`src/rtl/tmr_pkg.sv`:
```
package tmr_pkg;

    localparam int BYTE_W   = 8;
    localparam int DIV_SEL_W = 2;

    typedef enum logic [1:0] {
        REG_LO   = 2'd0,
        REG_HI   = 2'd1,
        REG_CTRL = 2'd2,
        REG_STAT = 2'd3
    } reg_addr_e;

    typedef struct packed {
        logic                 buffered;
        logic [DIV_SEL_W-1:0] div_sel;
        logic                 run;
    } ctrl_t;

    localparam int CTRL_W = $bits(ctrl_t);

endpackage

```
`src/rtl/tmr_prescaler.sv`:
```
module tmr_prescaler #(
    parameter int SEL_W = tmr_pkg::DIV_SEL_W
) (
    input  logic             clk,
    input  logic             rst,
    input  logic             en,
    input  logic             run,
    input  logic             clr,
    input  logic [SEL_W-1:0] sel,
    output logic             tick
);
    localparam int PS_W = (1 << SEL_W) - 1;

    logic [PS_W-1:0] pcnt;
    logic [PS_W-1:0] limit;

    always_comb begin
        limit = PS_W'((1 << sel) - 1);
        tick  = en && run && !clr && (pcnt == limit);
    end

    always_ff @(posedge clk) begin
        if (rst || clr) begin
            pcnt <= '0;
        end else if (en && run) begin
            pcnt <= tick ? '0 : pcnt + 1'b1;
        end
    end
endmodule

```
`src/rtl/tmr_counter.sv`:
```
module tmr_counter #(
    parameter int DATA_W = tmr_pkg::BYTE_W
) (
    input  logic                clk,
    input  logic                rst,
    input  logic                tick,
    input  logic                ld_lo,
    input  logic                ld_hi,
    input  logic [DATA_W-1:0]   lo_val,
    input  logic [DATA_W-1:0]   hi_val,
    output logic [2*DATA_W-1:0] count,
    output logic                wrap
);
    localparam int CNT_W = 2 * DATA_W;

    logic any_ld;

    always_comb begin
        any_ld = ld_lo || ld_hi;
        wrap   = tick && !any_ld && (&count);
    end

    always_ff @(posedge clk) begin
        if (rst) begin
            count <= '0;
        end else if (any_ld) begin
            if (ld_hi) count[CNT_W-1:DATA_W] <= hi_val;
            if (ld_lo) count[DATA_W-1:0]     <= lo_val;
        end else if (tick) begin
            count <= count + 1'b1;
        end
    end
endmodule

```
`src/rtl/tmr_host_regs.sv`:
```
module tmr_host_regs
    import tmr_pkg::*;
#(
    parameter int DATA_W = tmr_pkg::BYTE_W
) (
    input  logic                clk,
    input  logic                rst,
    input  logic [1:0]          addr,
    input  logic                wr_en,
    input  logic                rd_en,
    input  logic [DATA_W-1:0]   wdata,
    output logic [DATA_W-1:0]   rdata,
    input  logic [2*DATA_W-1:0] count,
    input  logic                wrap,
    output ctrl_t               ctrl,
    output logic [DATA_W-1:0]   hbuf,
    output logic                ld_lo,
    output logic                ld_hi,
    output logic [DATA_W-1:0]   lo_val,
    output logic [DATA_W-1:0]   hi_val,
    output logic                ps_clr,
    output logic                ovf
);
    localparam int CNT_W = 2 * DATA_W;

    logic lo_wr, hi_wr, ctrl_wr, stat_wr, lo_rd;

    always_comb begin
        lo_wr   = wr_en && (addr == REG_LO);
        hi_wr   = wr_en && (addr == REG_HI);
        ctrl_wr = wr_en && (addr == REG_CTRL);
        stat_wr = wr_en && (addr == REG_STAT);
        lo_rd   = rd_en && (addr == REG_LO);

        ld_lo   = lo_wr;
        ld_hi   = ctrl.buffered ? lo_wr : hi_wr;
        lo_val  = wdata;
        hi_val  = ctrl.buffered ? hbuf : wdata;
        ps_clr  = lo_wr;
    end

    always_ff @(posedge clk) begin
        if (rst) begin
            ctrl <= '0;
        end else if (ctrl_wr) begin
            ctrl <= ctrl_t'(wdata[CTRL_W-1:0]);
        end
    end

    always_ff @(posedge clk) begin
        if (rst) begin
            hbuf <= '0;
        end else if (ctrl.buffered) begin
            if (hi_wr)      hbuf <= wdata;
            else if (lo_rd) hbuf <= count[CNT_W-1:DATA_W];
        end
    end

    always_ff @(posedge clk) begin
        if (rst) begin
            ovf <= 1'b0;
        end else if (wrap) begin
            ovf <= 1'b1;
        end else if (stat_wr && wdata[0]) begin
            ovf <= 1'b0;
        end
    end

    always_comb begin
        case (reg_addr_e'(addr))
            REG_LO:   rdata = count[DATA_W-1:0];
            REG_HI:   rdata = ctrl.buffered ? hbuf : count[CNT_W-1:DATA_W];
            REG_CTRL: rdata = DATA_W'(ctrl);
            REG_STAT: rdata = DATA_W'(ovf);
            default:  rdata = '0;
        endcase
    end
endmodule

```
`src/rtl/tmr_buffered_timer.sv`:
```
module tmr_buffered_timer
    import tmr_pkg::*;
#(
    parameter int DATA_W = tmr_pkg::BYTE_W
) (
    input  logic              clk,
    input  logic              rst,
    input  logic [1:0]        addr,
    input  logic              wr_en,
    input  logic              rd_en,
    input  logic [DATA_W-1:0] wdata,
    output logic [DATA_W-1:0] rdata,
    input  logic              cnt_en,
    output logic              ovf
);
    localparam int CNT_W = 2 * DATA_W;

    ctrl_t              ctrl_q;
    logic [DATA_W-1:0]  hbuf_q;
    logic [CNT_W-1:0]   count_q;
    logic               tick, wrap;
    logic               ld_lo, ld_hi, ps_clr;
    logic [DATA_W-1:0]  lo_val, hi_val;

    tmr_host_regs #(.DATA_W(DATA_W)) u_regs (
        .clk    (clk),
        .rst    (rst),
        .addr   (addr),
        .wr_en  (wr_en),
        .rd_en  (rd_en),
        .wdata  (wdata),
        .rdata  (rdata),
        .count  (count_q),
        .wrap   (wrap),
        .ctrl   (ctrl_q),
        .hbuf   (hbuf_q),
        .ld_lo  (ld_lo),
        .ld_hi  (ld_hi),
        .lo_val (lo_val),
        .hi_val (hi_val),
        .ps_clr (ps_clr),
        .ovf    (ovf)
    );

    tmr_prescaler #(.SEL_W(DIV_SEL_W)) u_div (
        .clk  (clk),
        .rst  (rst),
        .en   (cnt_en),
        .run  (ctrl_q.run),
        .clr  (ps_clr),
        .sel  (ctrl_q.div_sel),
        .tick (tick)
    );

    tmr_counter #(.DATA_W(DATA_W)) u_cnt (
        .clk    (clk),
        .rst    (rst),
        .tick   (tick),
        .ld_lo  (ld_lo),
        .ld_hi  (ld_hi),
        .lo_val (lo_val),
        .hi_val (hi_val),
        .count  (count_q),
        .wrap   (wrap)
    );
endmodule

```
`config.mk`:
```
export PLATFORM = sky130hd
export DESIGN_NAME = tmr_buffered_timer
export DESIGN_NICKNAME = d
export VERILOG_FILES = /design/src/rtl/tmr_pkg.sv /design/src/rtl/tmr_prescaler.sv /design/src/rtl/tmr_counter.sv /design/src/rtl/tmr_host_regs.sv /design/src/rtl/tmr_buffered_timer.sv
export SDC_FILE = /design/constraint.sdc
export NUM_CORES = 1
export LEC_CHECK = 0
export BUFFER_PORTS_ARGS = -buffer_cell sky130_fd_sc_hd__buf_2
export CAP_MARGIN = 20
export CORE_ASPECT_RATIO = 0.75
export CORE_MARGIN = 10
export CORE_UTILIZATION = 53
export DETAILED_ROUTE_END_ITERATION = 8
export PLACE_DENSITY = 0.76
export SKIP_LAST_GASP = 1
export SYNTH_ARGS = -nofsm -noshare
export SYNTH_HDL_FRONTEND = slang
export SYNTH_HIERARCHICAL = 1
export SYNTH_SLANG_ARGS = --single-unit
```
`constraint.sdc`:
```
create_clock -name clk -period 2.4 [get_ports clk]
set_input_delay 0.24 -clock clk [delete_from_list [all_inputs] [get_ports clk]]
set_output_delay 0.24 -clock clk [all_outputs]
set_load 0.02 [all_outputs]
```
==> summary.txt <==
Outcome
  – Status: completed

Hold path
  – Hold Path Depth: 3
  – Hold WC Path Type: input pin to flop

Cells and area
  – Area growth syn-to-layout: 10.3%
  – Most common cell after layout, fill and taps aside: nor2_1
  – Share of layout cells above drive strength 1: roughly 22%
  – Register area: 641 µm²
  – Footprint of the multi-input gates: around 1300 µm²
  – Diodes inserted: 0
  – Fin util: roughly 62%
  – Commonest non-fill, non-tap cells in the layout: nor2_1 (33), dfxtp_1 (32), buf_2 (23), mux2i_1 (17), a211oi_1 (14)
  – Final nets: 286
  – Fill count: 334
  – Layout Cells excl Fill: around 320

Placed design
  – RD Place Congestion: 0.973
  – Dpl cells: ~310
  – DP Worst Slack: 0.0747 ns
  – DP HPWL: 4.17 mm
  – PortBufs: 23

Timing
  – Hold Vio Cnt, Final: 0
  – Final worst slack: ~0.12 ns
  – Worst Max-Slew Pin Slew: 0.559 ns
  – Slew HR: between 60% and 70%
  – Min cycle time layout: about 2.3 ns
  – Final worst path period share: between 90% and 100%
  – Slew Viols, Final: 0
  – RSZ-0062 raised after global routing: false
  – Final setup fails: 0
  – Maximum clock frequency: between 400 and 500 MHz
  – TNS Setup: 0 ns
  – Worst Skew: 0.00536 ns

Power
  – Clk network pwr share: 33.7%
  – Switching pwr: 332 µW
  – Logic pwr share: between 15 and 20%
  – Pwr Density: roughly 500 nW/µm²
  – Maximum VDD drop: between 0.0003 and 0.0004 V
  – PnR Total Power: around 1200 µW
  – Sequential power share: 50.0%
  – Net switching fraction of the power: ~29%
  – LEAKAGE: just over 0.0009 µW
  – Cell internal pwr: ~830 µW

CTS
  – Cts hold-fix bufs: 0
  – Max clock buf depth: 2
  – Worst-path clk slew: 0.07 ns
  – Number of setup buffers added after CTS: 0
  – TritonCTS buffer count: 5
  – Root buffer cell: clkbuf_8
  – Post-cts sizing count: 0
  – H-tree levels: 2
  – CTS Sinks: 32
  – CTS tree: done
  – Clock Latency Late Sink: about 0.28 ns

Worst setup path
  – CP required: around 2.6 ns
  – Reg2reg path depth: 8
  – Type of origin of the critical path: flop
  – Critical path class: flop to flop
  – Worst Path Max Fanout: 6
  – Worst Setup End Kind: flop
  – CP arrival: approximately 2.5 ns

Logic synthesis
  – Post-synthesis net count: 266
  – Synth Instances: between 200 and 250
  – Synth Cell Area: 2130 µm²
  – FF+latch count, synth: 32
  – Synthesis Warnings: 6
  – Top FF cell, synth: dfxtp_1
  – Seq/Total Area, Yosys: between 30% and 40%
  – Number of enable flip-flop cells after synthesis: 0
  – Syn Area/Cell: around 8.6 µm²
  – Count of cell types in the netlist: 52
  – FFs w/ async S/R, synth: 0%

Floorplanning
  – FP Rows: 19
  – Die W: 93.3 µm
  – Die area: around 7000 µm²
  – Initial core utilization: approximately 56%
  – Num ports: 24
  – Die Height: approximately 75 µm
  – Core area: approximately 3800 µm²

Run
  – Max Cap Viol: 0

Routing
  – Drt pass-1 iters: 4
  – Via density: between 5 and 6
  – Number of routed nets with antenna violations: 0
  – DR WL/cell: approximately 17 µm
  – DRC: 0
  – DR vias: 1918
  – Initial DRC Count: roughly 220
  – DRT Wirelength: about 5.6 mm

GRT
  – Tot GR Track Use: between 15 and 20%
  – First-pass GRT wire length: 9.18 mm
  – Vias in the first global route: 1795
  – Largest net degree at the start of global routing: 27
  – Initial antenna violation count: 0
  – Congestion Overflow GR: 0
worst paths after layout:
path                               start                          end  slack [ns]
max          u_regs/ctrl[2]$_SDFFE_PP0P_      u_regs/ovf$_SDFFE_PP0P_        0.12
max reg2reg  u_regs/ctrl[2]$_SDFFE_PP0P_      u_regs/ovf$_SDFFE_PP0P_        0.12
min                               cnt_en   u_div/pcnt[1]$_SDFFE_PP0N_        0.26
min reg2reg  u_regs/hbuf[1]$_SDFFE_PP0P_  u_regs/hbuf[1]$_SDFFE_PP0P_        0.47
stage by stage:
step,hold slack [ns],cell area [µm²]
after floorplan,0.384,2140
after global placement,0.450,2270
after detailed placement,0.449,2270
after CTS,0.249,2350
after global routing,0.257,2350
final,0.260,2350
cells in the mapped netlist, types with 6 or more instances:
cell | number | area share (%)
nand2_1 | 13 | 2.3
buf_4 | 11 | 3.9
nand4_1 | 8 | 2.3
nor2_1 | 34 | 6.0
mux2i_1 | 17 | 8.0
dfxtp_1 | 32 | 30
xnor2_1 | 8 | 3.3
mux2_2 | 6 | 3.2
inv_1 | 9 | 1.6
nand3_1 | 9 | 2.1
a211oi_1 | 14 | 4.9
o2bb2ai_1 | 8 | 3.3
xor2_1 | 6 | 2.5
flip-flops by register name (all words and copies together), names as in the netlist:
signal	cells
u_cnt/count	16
u_div/pcnt	3
u_regs/ctrl	4
u_regs/hbuf	8
u_regs/ovf	1
area by class of cell:
type                    count  area share [%]
multi-input cells         188            57.2
flip-flops and latches     32            27.2
repair buffers             33            8.09
clock buffers               6            3.09
well taps                  52            2.77
inverters                   9            1.44
clock inverters             1           0.213
power by group through the flow:
stage | Clock [µW] | Sequential (µW) | Combinational (µW)
floorplan | 0 | 580 | 138
global placement | 0 | 589 | 183
detailed placement | 0 | 590 | 185
CTS | 396 | 578 | 186
global route | 418 | 583 | 205
finish | 390 | 579 | 188
cell families after synthesis:
kind of cell               share of synthesized area [%]
and+or+nand+nor                                     23.0
AOI/OAI and AO/OA                                   19.4
DFF                                                 30.0
buffers and inverters                               7.27
muxes                                               13.4
xor gates and xnor gates                            5.75
adders and majority gates                           1.17
worst max-delay path, stage by stage, from the launching register on:
cell	delay, ns
dfxtp_1	0.45
xnor2_1	0.11
a311o_1	0.39
nor2_2	0.20
or3b_4	0.43
nor3_1	0.27
and4_1	0.24
a21oi_1	0.04
nor2_1	0.09
metal layers:
layer | GRT usage (%) | up-vias | routed length (µm)
li1 | - | 947 | -
met1 | 23.0 | 904 | 2780
met2 | 22.8 | 67 | 2340
met3 | 6.06 | 0 | 481
met4 | 3.41 | 0 | 0
met5 | 0 | - | 0
No activity file was read; power rests on OpenSTA's default activity.
